[src/rtl/rahc_pkg.sv]
// Shared types for the read-ahead segment hit classifier.
package rahc_pkg;
    // Classification codes; the encoding is visible on the hit_class port.
    typedef enum logic [1:0] {
        CLS_MISS = 2'd0,
        CLS_SEQ  = 2'd1,
        CLS_FULL = 2'd2,
        CLS_PART = 2'd3
    } hit_class_e;
endpackage

[src/rtl/rahc_range_tracker.sv]
// Holds the segment state: start address, present-sector count, base slot,
// and the last address of the previous read. Assumes SEG_SECTORS is a power
// of two, one command per strobe, and a nonzero command count.
module rahc_range_tracker #(
    parameter int LBA_W       = 28,
    parameter int CNT_W       = 8,
    parameter int SEG_SECTORS = 64
) (
    input  logic                          clk,
    input  logic                          rst_n,
    input  logic                          rd_take,
    input  logic                          rd_miss,
    input  logic                          wr_take,
    input  logic [LBA_W-1:0]              rq_lba,
    input  logic [CNT_W-1:0]              rq_cnt,
    input  logic                          fill_tick,
    output logic [LBA_W-1:0]              seg_lba,
    output logic [$clog2(SEG_SECTORS):0]  seg_cnt,
    output logic [$clog2(SEG_SECTORS)-1:0] seg_base,
    output logic                          hist_valid,
    output logic [LBA_W-1:0]              hist_end
);
    localparam int PTR_W = $clog2(SEG_SECTORS);
    localparam int OCC_W = PTR_W + 1;
    localparam int SUM_W = LBA_W + 1;

    logic [SUM_W-1:0] rq_last;
    logic [SUM_W-1:0] seg_last;
    logic             overlap;
    logic             room;
    logic [PTR_W-1:0] next_base;

    // Inclusive end addresses of the command and of the held range.
    always_comb begin
        rq_last  = {1'b0, rq_lba} + SUM_W'(rq_cnt) - SUM_W'(1);
        seg_last = {1'b0, seg_lba} + SUM_W'(seg_cnt) - SUM_W'(1);
    end

    // Write overlap test, fill headroom and slot of a fresh segment.
    always_comb begin
        overlap   = wr_take && (seg_cnt != '0)
                    && ({1'b0, rq_lba} <= seg_last)
                    && (rq_last >= {1'b0, seg_lba});
        room      = seg_cnt < OCC_W'(SEG_SECTORS);
        next_base = seg_base + seg_cnt[PTR_W-1:0];
    end

    // Segment range update: miss restarts, overlap empties, fill grows.
    always_ff @(posedge clk) begin
        if (!rst_n) begin
            seg_lba  <= '0;
            seg_cnt  <= '0;
            seg_base <= '0;
        end else if (rd_take && rd_miss) begin
            seg_lba  <= rq_lba;
            seg_cnt  <= '0;
            seg_base <= next_base;
        end else if (overlap) begin
            seg_cnt  <= '0;
        end else if (fill_tick && room) begin
            seg_cnt  <= seg_cnt + OCC_W'(1);
        end
    end

    // Previous-read history for sequential detection.
    always_ff @(posedge clk) begin
        if (!rst_n) begin
            hist_valid <= 1'b0;
            hist_end   <= '0;
        end else if (rd_take) begin
            hist_valid <= 1'b1;
            hist_end   <= rq_last[LBA_W-1:0];
        end else if (overlap) begin
            hist_valid <= 1'b0;
        end
    end


    occ_bound_chk: assert property (@(posedge clk) disable iff (!rst_n)
        seg_cnt <= OCC_W'(SEG_SECTORS));


    occ_step_chk: assert property (@(posedge clk) disable iff (!rst_n)
        (seg_cnt != $past(seg_cnt)) |->
            ((seg_cnt == $past(seg_cnt) + OCC_W'(1)) || (seg_cnt == '0)));
endmodule

[src/rtl/rahc_classifier.sv]
// Combinational decision: compares a read against the segment and history
// and yields the class plus host and disk slots. Assumes SEG_SECTORS is a
// power of two so slot sums wrap by truncation.
module rahc_classifier
    import rahc_pkg::*;
#(
    parameter int LBA_W       = 28,
    parameter int CNT_W       = 8,
    parameter int SEG_SECTORS = 64
) (
    input  logic [LBA_W-1:0]               rq_lba,
    input  logic [CNT_W-1:0]               rq_cnt,
    input  logic [LBA_W-1:0]               seg_lba,
    input  logic [$clog2(SEG_SECTORS):0]   seg_cnt,
    input  logic [$clog2(SEG_SECTORS)-1:0] seg_base,
    input  logic                           hist_valid,
    input  logic [LBA_W-1:0]               hist_end,
    output hit_class_e                     cls,
    output logic                           is_miss,
    output logic [$clog2(SEG_SECTORS)-1:0] hap,
    output logic [$clog2(SEG_SECTORS)-1:0] dap
);
    localparam int PTR_W = $clog2(SEG_SECTORS);
    localparam int SUM_W = LBA_W + 1;

    logic             below;
    logic [LBA_W-1:0] offset;
    logic [SUM_W-1:0] tail;
    logic             in_range;
    logic             fits;
    logic             follows;
    logic [PTR_W-1:0] fresh_slot;

    // Position of the request relative to the segment.
    always_comb begin
        below    = rq_lba < seg_lba;
        offset   = rq_lba - seg_lba;
        tail     = {1'b0, offset} + SUM_W'(rq_cnt);
        in_range = !below && (offset < LBA_W'(seg_cnt));
        fits     = tail <= SUM_W'(seg_cnt);
        follows  = hist_valid && !below
                   && ({1'b0, rq_lba} == {1'b0, hist_end} + SUM_W'(1));
    end

    // Priority decision: below start, sequential, full, partial, miss.
    always_comb begin
        if (below)               cls = CLS_MISS;
        else if (follows)        cls = CLS_SEQ;
        else if (in_range && fits) cls = CLS_FULL;
        else if (in_range)       cls = CLS_PART;
        else                     cls = CLS_MISS;
        is_miss = (cls == CLS_MISS);
    end

    // Slot pointers; the slot after the last present sector is shared.
    always_comb begin
        fresh_slot = seg_base + seg_cnt[PTR_W-1:0];
        hap        = is_miss ? fresh_slot : seg_base + offset[PTR_W-1:0];
        dap        = fresh_slot;
    end
endmodule

[src/rtl/rahc_result_reg.sv]
// Output stage: captures class and pointers on a read strobe and pulses
// done for one cycle. Holds the last result between reads.
module rahc_result_reg
    import rahc_pkg::*;
#(
    parameter int PTR_W = 6
) (
    input  logic             clk,
    input  logic             rst_n,
    input  logic             rd_take,
    input  hit_class_e       cls_in,
    input  logic [PTR_W-1:0] hap_in,
    input  logic [PTR_W-1:0] dap_in,
    output logic             done,
    output logic [1:0]       cls_q,
    output logic [PTR_W-1:0] hap_q,
    output logic [PTR_W-1:0] dap_q
);
    // Result capture and done pulse.
    always_ff @(posedge clk) begin
        if (!rst_n) begin
            done  <= 1'b0;
            cls_q <= 2'd0;
            hap_q <= '0;
            dap_q <= '0;
        end else begin
            done <= rd_take;
            if (rd_take) begin
                cls_q <= cls_in;
                hap_q <= hap_in;
                dap_q <= dap_in;
            end
        end
    end


    hold_chk: assert property (@(posedge clk) disable iff (!rst_n)
        !$past(rd_take) |-> ($stable(hap_q) && $stable(dap_q) && $stable(cls_q)));


    miss_ptr_chk: assert property (@(posedge clk) disable iff (!rst_n)
        (done && cls_q == 2'd0) |-> (hap_q == dap_q));
endmodule

[src/rtl/rahc_top.sv]
// Read-ahead segment hit classifier top. Splits the command strobe into
// read and write, feeds the classifier from the tracked segment state and
// registers the result. Assumes one command per strobe with nonzero count.
module rahc_top
    import rahc_pkg::*;
#(
    parameter int LBA_W       = 28,
    parameter int CNT_W       = 8,
    parameter int SEG_SECTORS = 64
) (
    input  logic                           clk,
    input  logic                           rst_n,
    input  logic                           req_valid,
    input  logic                           req_write,
    input  logic [LBA_W-1:0]               req_lba,
    input  logic [CNT_W-1:0]               req_count,
    input  logic                           fill_tick,
    output logic                           done,
    output logic [1:0]                     hit_class,
    output logic [$clog2(SEG_SECTORS)-1:0] host_ptr,
    output logic [$clog2(SEG_SECTORS)-1:0] disk_ptr
);
    localparam int PTR_W = $clog2(SEG_SECTORS);
    localparam int OCC_W = PTR_W + 1;

    logic             rd_take;
    logic             wr_take;
    logic [LBA_W-1:0] seg_lba;
    logic [OCC_W-1:0] seg_cnt;
    logic [PTR_W-1:0] seg_base;
    logic             hist_valid;
    logic [LBA_W-1:0] hist_end;
    hit_class_e       cls;
    logic             is_miss;
    logic [PTR_W-1:0] hap;
    logic [PTR_W-1:0] dap;

    // Command strobe split by direction.
    always_comb begin
        rd_take = req_valid && !req_write;
        wr_take = req_valid && req_write;
    end

    rahc_range_tracker #(
        .LBA_W(LBA_W), .CNT_W(CNT_W), .SEG_SECTORS(SEG_SECTORS)
    ) i_tracker (
        .clk(clk), .rst_n(rst_n),
        .rd_take(rd_take), .rd_miss(is_miss), .wr_take(wr_take),
        .rq_lba(req_lba), .rq_cnt(req_count), .fill_tick(fill_tick),
        .seg_lba(seg_lba), .seg_cnt(seg_cnt), .seg_base(seg_base),
        .hist_valid(hist_valid), .hist_end(hist_end)
    );

    rahc_classifier #(
        .LBA_W(LBA_W), .CNT_W(CNT_W), .SEG_SECTORS(SEG_SECTORS)
    ) i_classifier (
        .rq_lba(req_lba), .rq_cnt(req_count),
        .seg_lba(seg_lba), .seg_cnt(seg_cnt), .seg_base(seg_base),
        .hist_valid(hist_valid), .hist_end(hist_end),
        .cls(cls), .is_miss(is_miss), .hap(hap), .dap(dap)
    );

    rahc_result_reg #(
        .PTR_W(PTR_W)
    ) i_result (
        .clk(clk), .rst_n(rst_n), .rd_take(rd_take),
        .cls_in(cls), .hap_in(hap), .dap_in(dap),
        .done(done), .cls_q(hit_class), .hap_q(host_ptr), .dap_q(disk_ptr)
    );


    done_src_chk: assert property (@(posedge clk) disable iff (!rst_n)
        done |-> $past(req_valid && !req_write));


    done_due_chk: assert property (@(posedge clk) disable iff (!rst_n)
        $past(req_valid && !req_write) |-> done);
endmodule

[config.mk]
export PLATFORM = sky130hd
export DESIGN_NAME = rahc_top
export DESIGN_NICKNAME = d
export VERILOG_FILES = /design/src/rtl/rahc_pkg.sv /design/src/rtl/rahc_range_tracker.sv /design/src/rtl/rahc_classifier.sv /design/src/rtl/rahc_result_reg.sv /design/src/rtl/rahc_top.sv
export SDC_FILE = /design/constraint.sdc
export NUM_CORES = 1
export LEC_CHECK = 0
export BUFFER_PORTS_ARGS = -buffer_cell sky130_fd_sc_hd__buf_2
export CAP_MARGIN = 20
export CORE_UTILIZATION = 35
export DETAILED_ROUTE_END_ITERATION = 8
export GPL_ROUTABILITY_DRIVEN = 0
export PLACE_DENSITY = 0.51
export SYNTH_ARGS = -nofsm -noshare
export SYNTH_HDL_FRONTEND = slang
export SYNTH_SLANG_ARGS = --single-unit
[constraint.sdc]
create_clock -name clk -period 5.28 [get_ports clk]
set_clock_uncertainty 0.2 [all_clocks]
set_input_delay 0.528 -clock clk [delete_from_list [all_inputs] [get_ports clk]]
set_output_delay 0.528 -clock clk [all_outputs]
set_load 0.005 [all_outputs]
==> results by group, run 1 <==
Synthesis
  • Mean Syn Cell Area: 7.50 um2
  • Mapped Cells: 1579
  • Synthesis Warnings: 0
  • Post-synth EDFFs: 0
  • Count of different cell masters after synthesis: 88
  • Sequential cell area fraction in the yosys report: 14.4%
  • Post-synth top flop: dfxtp_1
  • Synthesized flop and latch total: 85
  • Post-synth ARST share: 0%
  • Cell Area, Synth: 11800 um2
  • Mapped Nets: 1813

Worst setup path
  • Slowest cell on the critical path: or3_4
  • Critical path endpoint category: register
  • Worst Path Max Fanout: 7
  • R2R depth: 26
  • WS Path Type: register to register
  • Setup crit start kind: register
  • WP data required: 5320 ps
  • CP bufs+invs: 4
  • Crit path depth: 26
  • Worst R2R Start: i_tracker.seg_cnt[4]
  • Crit-path leading delay family: compound AO/OA/AOI/OAI gates
  • Critical Path AT: 5380 ps
  • Worst setup startpoint: i_tracker.seg_cnt[4]
  • Crit-path most repeated cell: a21o_1
  • Flop-to-flop setup slack: -60 ps
  • Max stage delay on crit path: 400 ps
  • Worst flop-to-flop path endpoint: i_tracker.seg_cnt[3]

Power
  • Power per cell area: 232 nW/um2
  • Combinational share of power: 57.9%
  • Int Power: 2.00 mW
  • Switching Fraction: 42.0%
  • LEAKAGE: 6.57 nW
  • Clock power frac: 21.4%
  • Psw: 1.45 mW
  • Largest vdd supply drop: 0.163 mV
  • Sequential share of power: 20.7%

Timing
  • Final setup vio count: 7
  • Fin crit share: 101%
  • Slew at the pin closest to its max-slew limit: 903 ps
  • Worst Slack Setup Final: -57.4 ps
  • Worst hold margin: 255 ps
  • Unrepaired setup endpoints after global routing: true
  • Slew Limit Fails: 0
  • Max Fclk: 0.187 GHz
  • Final hold vios: 0
  • Post-route minimum period: 5340 ps
  • Worst rel slew slack: 39.3%

Die
  • Core Region: 32900 um2
  • Initial Util: 36.0%
  • Io pins: 56
  • Die height: 186 um
  • Die X: 186 um
  • FP Rows: 66
  • Die area: 34600 um2

Clocking
  • CTS tree: yes
  • CTS sink cnt: 85
  • Cts bufs inserted: 9
  • CTS root buffer: clkbuf_16
  • CTS Buffer Depth: 2
  • Worst-path clk slew: 70 ps
  • Number of H-tree levels: 3
  • CTS Hold Bufs: 0
  • Clock Latency Late Sink: 370 ps

Cells and area
  • Storage cell area: 1710 um2
  • Area delta synth->final: 25.1%
  • Layout fillers: 3480
  • N_diodes: 0
  • Share of layout cells above drive strength 1: 22.2%
  • Number of nets in the layout: 2037
  • Fin area: 14800 um2
  • Multi-input gate area: 9840 um2

Global route
  • Largest net degree at the start of global routing: 47
  • GR Util All Layers: 25.1%
  • First-pass GRT wire length: 66.6 mm
  • Vias in the first global route: 12100
  • Congestion Overflow GR: 0
  • Initial antenna violation count: 0

Outcome
  • Outcome: finished with violations
  • Violated checks: negative setup slack

Hold path
  • Hold_sp: i_result.dap_q[4]
  • Endpoint, Worst Hold: i_result.dap_q[4]
  • Hold Path Class: register to register
  • Depth of the worst hold-timing path: 2

Placed design
  • Placed Instance Area: 13900 um2
  • IO Port Bufs: 55
  • Pre-CTS WS: -920 ps
  • Post-DP HPWL: 33.8 mm

Route
  • Vias: 12700
  • Drt total wl: 42.7 mm
  • Routed length per instance: 19.0 um
  • Router iterations before antenna repair: 5
  • Residual DRC: 0
  • Vias/cell: 5.63
  • ANT nets after route: 0
  • 1st-iter DRT viols: 811

Run
  • Max Cap Viol: 0
-- kinds of logic (layout without fill, tap and decap cells) --
logic type,count (synthesis),in the layout,share of synthesized area (%)
AOI/OAI and AO/OA,518,518,28.9
and+or+nand+nor,484,484,21.4
adders and majority gates,193,193,20.8
buffers and inverters,190,419,6.46
xor gates and xnor gates,105,105,7.77
DFF,85,85,14.4
muxes,4,4,0.338
-- layout make-up --
class                      instances  share of cell area (%)
multi-input combinational       1304                    66.4
timing repair buffer             260                    12.5
clock buffer                      11                    1.57
tap                              442                    3.73
inverter                         143                    3.64
clock inverter                     5                   0.574
sequential                        85                    11.6
-- routing by layer --
layer | track usage (%) | routed length, um | vias to the layer above
li1 | - | - | 6250
met1 | 32.4 | 19500 | 6029
met2 | 43.1 | 20100 | 328
met3 | 3.42 | 2060 | 64
met4 | 7.15 | 1040 | 0
met5 | 0 | 0 | -
-- state kept, by name, indices dropped and copies added (netlist names) --
name                  count
i_result.cls_q            2
i_result.dap_q            6
i_result.done             1
i_result.hap_q            6
i_tracker.hist_end       28
i_tracker.hist_valid      1
i_tracker.seg_base        6
i_tracker.seg_cnt         7
i_tracker.seg_lba        28
-- Yosys cell counts, types with 12 or more instances --
master,instances,area [um2]
a211o_1,12,105
a211oi_1,20,150
a21o_1,62,465
a21oi_1,151,756
a31oi_1,23,144
and3_1,13,81.3
clkbuf_1,26,97.6
dfxtp_1,85,1700
ha_1,187,2340
inv_1,143,537
nand2_1,113,424
nand2b_1,27,169
nand3_1,72,360
nand4_1,30,188
nor2_1,93,349
nor2b_1,22,138
nor3_1,30,150
o211ai_1,14,105
o21a_1,30,225
o21ai_0,87,435
o21ai_1,15,75.1
xnor2_1,64,561
xor2_1,41,359
-- power groups by stage --
stage / sequential, mW / combinational [mW] / clock [mW]
2_1_floorplan: 0.717 / 1.17 / 0
3_3_place_gp: 0.724 / 1.77 / 0
3_5_place_dp: 0.725 / 1.79 / 0
4_1_cts: 0.710 / 1.89 / 0.749
5_1_grt: 0.716 / 2.20 / 0.775
6_report: 0.711 / 1.99 / 0.738
-- worst register-to-register path, stage by stage (launching register included) --
cell	delay [ps]
dfxtp_2	350
inv_4	60
ha_4	250
inv_2	40
ha_4	210
buf_6	110
a21o_1	170
a21o_1	190
or3_4	400
a31oi_1	150
o211ai_1	200
a211o_1	360
a21o_1	200
a21oi_2	120
xor2_1	170
ha_1	270
a21o_1	200
a21oi_2	170
nand2_1	90
a311oi_2	250
o21a_1	180
buf_4	120
a31oi_4	100
nand4_1	140
o211ai_1	210
o21ai_2	220
nor2_1	80
-- worst max-delay path by stage --
stage	end	slack, ps
final	i_tracker.seg_cnt[3]	-60
after global placement	i_tracker.seg_cnt[6]	-790
after CTS	i_tracker.seg_cnt[6]	2
after floorplan	i_tracker.seg_cnt[0]	20
after global routing	i_tracker.seg_cnt[3]	-280
after detailed placement	i_tracker.seg_cnt[5]	-920
-- repair_timing --
| action | in CTS | in global routing |
|---|---|---|
| buffers inserted | 9 | 12 |
| pin swaps | 45 | 73 |
| gates resized for setup | 61 | 59 |
| endpoints found under the setup margin | 8 | 9 |
-- metrics by stage --
stage	instances	TNS [ps]	power [mW]	utilization, %
finish	2250	-365	3.44	45.1
detailed placement	2215	-7360	2.51	42.3
floorplan	1579	0	1.88	-
global placement	2215	-6130	2.50	42.3
CTS	2240	0	3.35	44.1
global route	2250	-2060	3.69	45.1
-- placed cells by master, fill, tap and decap left out, drive strengths merged, types with 64 or more instances in the layout --
cell,n
xnor2,64
nand3,73
dfxtp,85
ha,187
nand2,114
o21ai,102
buf,260
inv,143
a21oi,154
nor2,94
Power figures use the tool's default switching activity.
==> run 2, diff against run 1 <==
--- a/config.mk
+++ b/config.mk
@@ -9,7 +9,7 @@
 export CAP_MARGIN = 20
 export CORE_UTILIZATION = 35
 export DETAILED_ROUTE_END_ITERATION = 8
-export GPL_ROUTABILITY_DRIVEN = 0
+export GPL_ROUTABILITY_DRIVEN = 1
 export PLACE_DENSITY = 0.51
 export SYNTH_ARGS = -nofsm -noshare
 export SYNTH_HDL_FRONTEND = slang
==> constraint.sdc (replaced) <==
create_clock -name clk -period 5.28 [get_ports clk]
set_clock_uncertainty 0.2 [all_clocks]
set_input_delay 1.056 -clock clk [delete_from_list [all_inputs] [get_ports clk]]
set_output_delay 1.056 -clock clk [all_outputs]
set_load 0.005 [all_outputs]
==> results by group, run 2 (synthesis gave the netlist of run 1 again) <==
Outcome
  • Outcome: finished with violations
  • Violated checks: negative setup slack

Power
  • Largest vdd supply drop: 0.161 mV (-0.87%)
  • LEAKAGE: 6.91 nW (+5.1%)
  • Power per cell area: 225 nW/um2 (-3.4%)
  • Pwr Total: 3.44 mW (-0.16%)

Die
  • Initial Util: 36.0% (unchanged)
  • FP Rows: 66 (unchanged)
  • Io pins: 56 (unchanged)
  • Die area: 34600 um2 (unchanged)
  • Die height: 186 um (unchanged)
  • Die X: 186 um (unchanged)
  • Core Region: 32900 um2 (unchanged)

Timing
  • Final setup vio count: 8 (+1)
  • Final hold vios: 0 (unchanged)
  • Setup TNS: -3710 ps (-3340 ps)
  • Worst rel slew slack: 44.0% (+4.7 points)
  • Worst hold margin: 256 ps (+0.814 ps)
  • Max Fclk: 0.173 GHz (-7.4%)
  • Worst Slack Setup Final: -486 ps (-429 ps)
  • Fin crit share: 109% (+8.1 points)
  • Slew at the pin closest to its max-slew limit: 818 ps (-85.0 ps)
  • Post-route minimum period: 5770 ps (+429 ps)
  • Unrepaired setup endpoints after global routing: true
  • Slew Limit Fails: 0 (unchanged)

Route
  • Residual DRC: 0 (unchanged)
  • Router iterations before antenna repair: 5 (unchanged)
  • ANT nets after route: 0 (unchanged)
  • 1st-iter DRT viols: 786 (-3.1%)
  • Vias/cell: 5.44 (-3.4%)
  • Routed length per instance: 18.5 um (-2.7%)
  • Drt total wl: 42.8 mm (+0.36%)
  • Vias: 12600 (-0.33%)

Worst setup path
  • WS Path Type: primary input to register
  • Critical path endpoint category: register
  • WP data required: 5320 ps (about the same)
  • Setup crit start kind: primary input
  • R2R depth: 26 (unchanged)
  • Critical Path AT: 5810 ps (+430 ps)
  • Worst Path Max Fanout: 7 (unchanged)

Clocking
  • Number of H-tree levels: 3 (unchanged)
  • Worst-path clk slew: 60 ps (about the same)
  • CTS tree: yes
  • Cts bufs inserted: 9 (unchanged)
  • CTS sink cnt: 85 (unchanged)
  • CTS Buffer Depth: 2 (unchanged)
  • Clock Latency Late Sink: 370 ps (about the same)
  • CTS Hold Bufs: 0 (unchanged)
  • CTS root buffer: clkbuf_16

Placed design
  • Post-DP HPWL: 34.9 mm (+3.0%)
  • Inst Count DP: 2287 (+3.3%)
  • IO Port Bufs: 55 (unchanged)
  • Gpl congestion: 0.931

Global route
  • Congestion Overflow GR: 0 (unchanged)
  • GR peak layer: met2
  • Largest net degree at the start of global routing: 43 (-8.5%)
  • GRT met2 Usage: 44.4% (+1.3 points)
  • First-pass GRT wire length: 68.3 mm (+2.6%)
  • GR Layer Usage met1: 32.9% (+0.51 points)
  • Global-route met3 utilization: 2.92% (-0.51 points)
  • Initial antenna violation count: 0 (unchanged)
  • GR Util All Layers: 25.7% (+0.64 points)
  • Vias in the first global route: 12500 (+2.9%)

Cells and area
  • Share of layout cells above drive strength 1: 23.2% (+0.97 points)
  • Storage cell area: 1700 um2 (-0.58%)
  • Commonest non-fill, non-tap cell in the layout: buf_4
  • Top flop regs: i_tracker.hist_end (28), i_tracker.seg_lba (28), i_tracker.seg_cnt (7)
  • Area delta synth->final: 29.3%
  • Number of nets in the layout: 2108 (+3.5%)
  • Non-Filler Instances: 2321 (+3.2%)
  • Commonest cells after routing, fill and taps aside: buf_4, ha_1, a21oi_1, inv_1, nand2_1
  • Multi-input gate area: 9760 um2 (-0.75%)
  • Layout fillers: 3410 (-2.0%)
  • N_diodes: 0 (unchanged)
  • Fin util: 46.6% (+1.5 points)

Hold path
  • Depth of the worst hold-timing path: 2 (unchanged)
  • Hold Path Class: register to register

Run
  • Max Cap Viol: 0 (unchanged)
## run 2: cell types whose count changed in the layout (fill, tap and decap cells not counted), moves of 3 or more
cell,change
inv_2,-13
buf_2,-3
dfxtp_2,-8
ha_1,+6
a21oi_1,+4
dfxtp_1,+8
o21ai_0,+3
inv_1,+11
buf_4,+72
o21ai_2,-3
a21oi_2,-3
ha_2,-4
## run 2: report_power, final
part	switching (mW)	internal, mW
logic	1.09	0.939
clock network	0.318	0.382
registers	0.0350	0.675
total	1.44	2.00
## run 2: stage by stage
step / area, um2 / worst slack (ps)
finish: 15300 / -486
global route: 15300 / -800
floorplan: 12000 / -38.6
global placement: 14500 / -977
detailed placement: 14500 / -1020
CTS: 15100 / -434
## run 2: path summary, 6_finish.rpt
kind / startpoint / to / slack (ps)
setup reg to reg: i_tracker.seg_cnt[4] / i_tracker.seg_cnt[4] / -420
setup / recovery: req_lba[1] / i_tracker.seg_cnt[4] / -490
hold reg to reg: i_result.dap_q[5] / i_result.dap_q[5] / 260
hold / removal: i_result.dap_q[5] / i_result.dap_q[5] / 260
## run 2: critical path: stages
cell and delay, ps:
buf_12 90, inv_12 30, ha_4 240, inv_2 40, ha_4 150, fa_2 360
a21o_1 190, a21oi_2 160, o21ai_1 90, a21oi_2 200, o21ai_4 120, a21oi_2 160
nor2b_1 70, o21ai_2 150, a21oi_2 90, xor2_1 150, ha_1 290, nand4_1 120
nor3_2 260, and3_1 250, o221ai_4 130, and3_4 210, a2111oi_4 270, nor4b_2 90
o31ai_1 270, o211ai_1 270, o21ai_2 240, nor2_1 80
## run 2: final cells by class
| type | instances | share of cell area, % |
|---|---|---|
| Clock inverter | 5 | 0.384 |
| Clock buffer | 11 | 1.59 |
| Timing Repair Buffer | 331 | 15.8 |
| Tap cell | 442 | 3.61 |
| Sequential cell | 85 | 11.1 |
| Multi-Input combinational cell | 1304 | 63.8 |
| Inverter | 143 | 3.65 |
## run 2: per-layer routing
layer / vias to the layer above / routed length, um
li1: 6395 / -
met1: 5877 / 19700
met2: 280 / 20100
met3: 77 / 1650
met4: 0 / 1380
met5: - / 0
## run 2: what timing repair did
action,4_1_cts,5_1_grt
endpoints found under the setup margin,9,50
pin swaps,34,29
resized for setup,35,29
setup buffers,11,7
==> run 3, diff against run 2 <==
--- a/config.mk
+++ b/config.mk
@@ -5,6 +5,7 @@
 export SDC_FILE = /design/constraint.sdc
 export NUM_CORES = 1
 export LEC_CHECK = 0
+export ABC_AREA = 1
 export BUFFER_PORTS_ARGS = -buffer_cell sky130_fd_sc_hd__buf_2
 export CAP_MARGIN = 20
 export CORE_UTILIZATION = 35
==> results by group, run 3 <==
Outcome
  • Outcome: finished, final reports clean

Synthesis
  • Sequential cell area fraction in the yosys report: 13.6% (-0.73 points)
  • Mux cell area share after synthesis: 0% (-0.34 points)
  • Synth top area share: 18.8% (-1.0 points)
  • Mapped Cells: 2031 (+29%)
  • Cell Area, Synth: 12500 um2 (+5.3%)
  • Count of different cell masters after synthesis: 54 (-39%)
  • Mapped Nets: 2265 (+25%)
  • Largest family of logic cells by synthesized area: simple AND/OR/NAND/NOR gates
  • Compound-cell area share of the yosys netlist: 14.6% (-14 points)
  • Post-Synth Adder-Cell Area: 19.7% (-1.0 points)
  • Post-synth top flop: dfxtp_1
  • Most instantiated cells after synthesis: nand2_1, inv_1, nor2_1
  • Synth area leader: ha_1
  • Post-synth ARST share: 0% (unchanged)
  • Synthesis Warnings: 0 (unchanged)
  • Synthesized flop and latch total: 85 (unchanged)
  • Post-synth EDFFs: 0 (unchanged)
  • Area contributors post-synth: ha_1, nand2_1, dfxtp_1
  • Mean Syn Cell Area: 6.14 um2 (-18%)
  • Count leader, synth: nand2_1
  • Simple-Gate Fraction of Synth Area: 33.9% (+12 points)
  • Synth Area in XOR/XNOR: 7.64% (-0.13 points)

Die
  • Io pins: 56 (unchanged)
  • Die height: 191 um (+2.6%)
  • Die area: 36400 um2 (+5.3%)
  • FP Rows: 68 (+3.0%)
  • Core Region: 34800 um2 (+5.9%)
  • Initial Util: 35.8% (-0.19 points)
  • Die X: 191 um (+2.6%)

Global route
  • Vias in the first global route: 12700 (+2.1%)
  • Congestion Overflow GR: 0 (unchanged)
  • Initial antenna violation count: 0 (unchanged)
  • GR Util All Layers: 25.6% (-0.087 points)
  • First-pass GRT wire length: 71.8 mm (+5.0%)
  • Largest net degree at the start of global routing: 54 (+26%)

Clocking
  • Clock Latency Late Sink: 380 ps (about the same)
  • CTS sink cnt: 85 (unchanged)
  • Cts bufs inserted: 9 (unchanged)
  • CTS root buffer: clkbuf_16
  • Number of H-tree levels: 3 (unchanged)
  • CTS tree: yes
  • Worst-path clk slew: 80 ps (+20 ps)
  • CTS Hold Bufs: 0 (unchanged)
  • CTS Buffer Depth: 2 (unchanged)

Route
  • Router iterations before antenna repair: 5 (unchanged)
  • Vias/cell: 5.04 (-7.3%)
  • Routed length per instance: 17.2 um (-6.8%)
  • Residual DRC: 0 (unchanged)
  • Drt total wl: 45.5 mm (+6.2%)
  • Vias: 13300 (+5.7%)
  • 1st-iter DRT viols: 866 (+10%)
  • ANT nets after route: 0 (unchanged)

Timing
  • Slew at the pin closest to its max-slew limit: 900 ps (+81.7 ps)
  • Max Fclk: 0.197 GHz (+14%)
  • Worst rel slew slack: 39.9% (-4.2 points)
  • Final hold vios: 0 (unchanged)
  • Post-route minimum period: 5080 ps (-691 ps)
  • Slew Limit Fails: 0 (unchanged)
  • Fin crit share: 96.1% (-13 points)
  • Setup TNS: 0 ps (+3710 ps)
  • Final setup vio count: 0 (-8)
  • Worst Slack Setup Final: 204 ps (+691 ps)

Cells and area
  • Share of layout cells above drive strength 1: 11.5% (-12 points)
  • Layout fillers: 3795 (+11%)
  • Top flop regs: i_tracker.hist_end (28), i_tracker.seg_lba (28), i_tracker.seg_cnt (7)
  • Area delta synth->final: 16.2%
  • Commonest cells after routing, fill and taps aside: nand2_1, inv_1, nor2_1, ha_1, a21oi_1
  • Fin area: 14500 um2 (-5.3%)
  • Commonest non-fill, non-tap cell in the layout: nand2_1
  • Number of nets in the layout: 2420 (+15%)
  • N_diodes: 0 (unchanged)

Worst setup path
  • Critical Path AT: 5150 ps (-660 ps)
  • Max stage delay on crit path: 380 ps (+20 ps)
  • WS Path Type: primary input to register
  • Worst Path Max Fanout: 7 (unchanged)
  • Critical path endpoint category: register
  • WP data required: 5350 ps (+30 ps)
  • Slowest cell on the critical path: fa_1
  • Crit-path most repeated cell: nand3_1
  • Setup crit start kind: primary input

Power
  • Combinational share of power: 58.2% (-0.8 points)
  • Largest vdd supply drop: 0.186 mV (+15%)
  • Clock power frac: 20.6% (+0.2 points)
  • Int Power: 1.80 mW (-9.8%)
  • LEAKAGE: 7.56 nW (+9.4%)
  • Power per cell area: 235 nW/um2 (+4.6%)
  • Psw: 1.60 mW (+11%)
  • Switching Fraction: 47.1% (+5.2 points)
  • Pwr Total: 3.40 mW (-0.98%)
  • Sequential share of power: 21.2% (+0.5 points)

Hold path
  • Hold Path Class: register to register

Placed design
  • Pre-CTS WS: -390 ps (+634 ps)
  • Gpl congestion: 0.940 (+0.92%)
  • Post-DP HPWL: 38.4 mm (+10%)
  • IO Port Bufs: 55 (unchanged)
  • Placed Instance Area: 14000 um2 (-3.5%)

Run
  • Max Cap Viol: 0 (unchanged)
==> run 3: cell types whose count changed after synthesis, moves of 13 or more <==
| cell | previous run | this run |
|---|---|---|
| a211oi_1 | 20 | 2 |
| a21o_1 | 62 | 9 |
| a31oi_1 | 23 | 6 |
| and3_1 | 13 | 0 |
| inv_1 | 143 | 308 |
| nand2_1 | 113 | 487 |
| nand2b_1 | 27 | 0 |
| nand3_1 | 72 | 128 |
| nor2_1 | 93 | 231 |
| nor2b_1 | 22 | 0 |
| o21a_1 | 30 | 4 |
| o21ai_0 | 87 | 111 |
| xnor2_1 | 64 | 36 |
| xor2_1 | 41 | 69 |
==> run 3: worst paths after layout <==
path | from | to | slack (ps) | cells after the start
worst max-delay path | req_lba[1] | i_tracker.seg_cnt[2] | 200 | 28
worst min-delay path | i_result.hap_q[5] | i_result.hap_q[5] | 270 | 2
worst min register to register | i_result.hap_q[5] | i_result.hap_q[5] | 270 | 2
worst max register to register | i_tracker.seg_cnt[5] | i_tracker.seg_cnt[2] | 310 | 26
==> run 3: cell families after synthesis <==
family | Yosys count
and+or+nand+nor | 974
buffers and inverters | 343
AOI/OAI and AO/OA | 329
adders and majority gates | 193
xor gates and xnor gates | 107
DFF | 85
==> run 3: worst max-delay path, delay by kind of cell <==
family	cells	cell delay, ps
xor+xnor	1	80
compound gates	7	920
buf+inv	5	480
fa+ha+maj	4	1160
simple gates	11	1430
==> run 3: layer usage <==
metal | GRT usage (%) | vias to the layer above | part of all wire [%]
met5 | 0 | - | 0
li1 | - | 6967 | -
met4 | 6.62 | 0 | 2.3
met1 | 33.8 | 6047 | 47
met2 | 43.6 | 292 | 46
met3 | 3.24 | 39 | 4.5
==> run 3: area by class of cell <==
cell class | instances | area, um2 | share of cell area, %
Multi-Input combinational cell | 1603 | 9570 | 66.0
Clock inverter | 7 | 93.8 | 0.648
Timing Repair Buffer | 166 | 1120 | 7.74
Tap cell | 455 | 569 | 3.93
Clock buffer | 9 | 225 | 1.55
Inverter | 321 | 1210 | 8.33
Sequential cell | 85 | 1700 | 11.7
==> run 3: metrics by stage <==
| stage | hold slack, ps | utilization (%) | std cells |
|---|---|---|---|
| global placement | 253 | 40.3 | 2628 |
| floorplan | 252 | - | 2031 |
| global route | 287 | 41.6 | 2646 |
| CTS | 270 | 41.3 | 2644 |
| finish | 265 | 41.6 | 2646 |
| detailed placement | 257 | 40.3 | 2628 |
==> run 3: what timing repair did <==
action,in CTS,in global routing
endpoints found under the hold margin,0,0
resized for setup,1,27
pin swaps,0,8
setup buffers,0,2
endpoints found under the setup margin,1,9
==> run 3: power by group through the flow <==
| stage | Clock, mW | Sequential, mW | Combinational (mW) |
|---|---|---|---|
| global route | 0.737 | 0.727 | 2.25 |
| floorplan | 0 | 0.724 | 1.29 |
| detailed placement | 0 | 0.735 | 1.93 |
| finish | 0.702 | 0.722 | 1.98 |
| global placement | 0 | 0.735 | 1.91 |
| CTS | 0.712 | 0.720 | 1.94 |
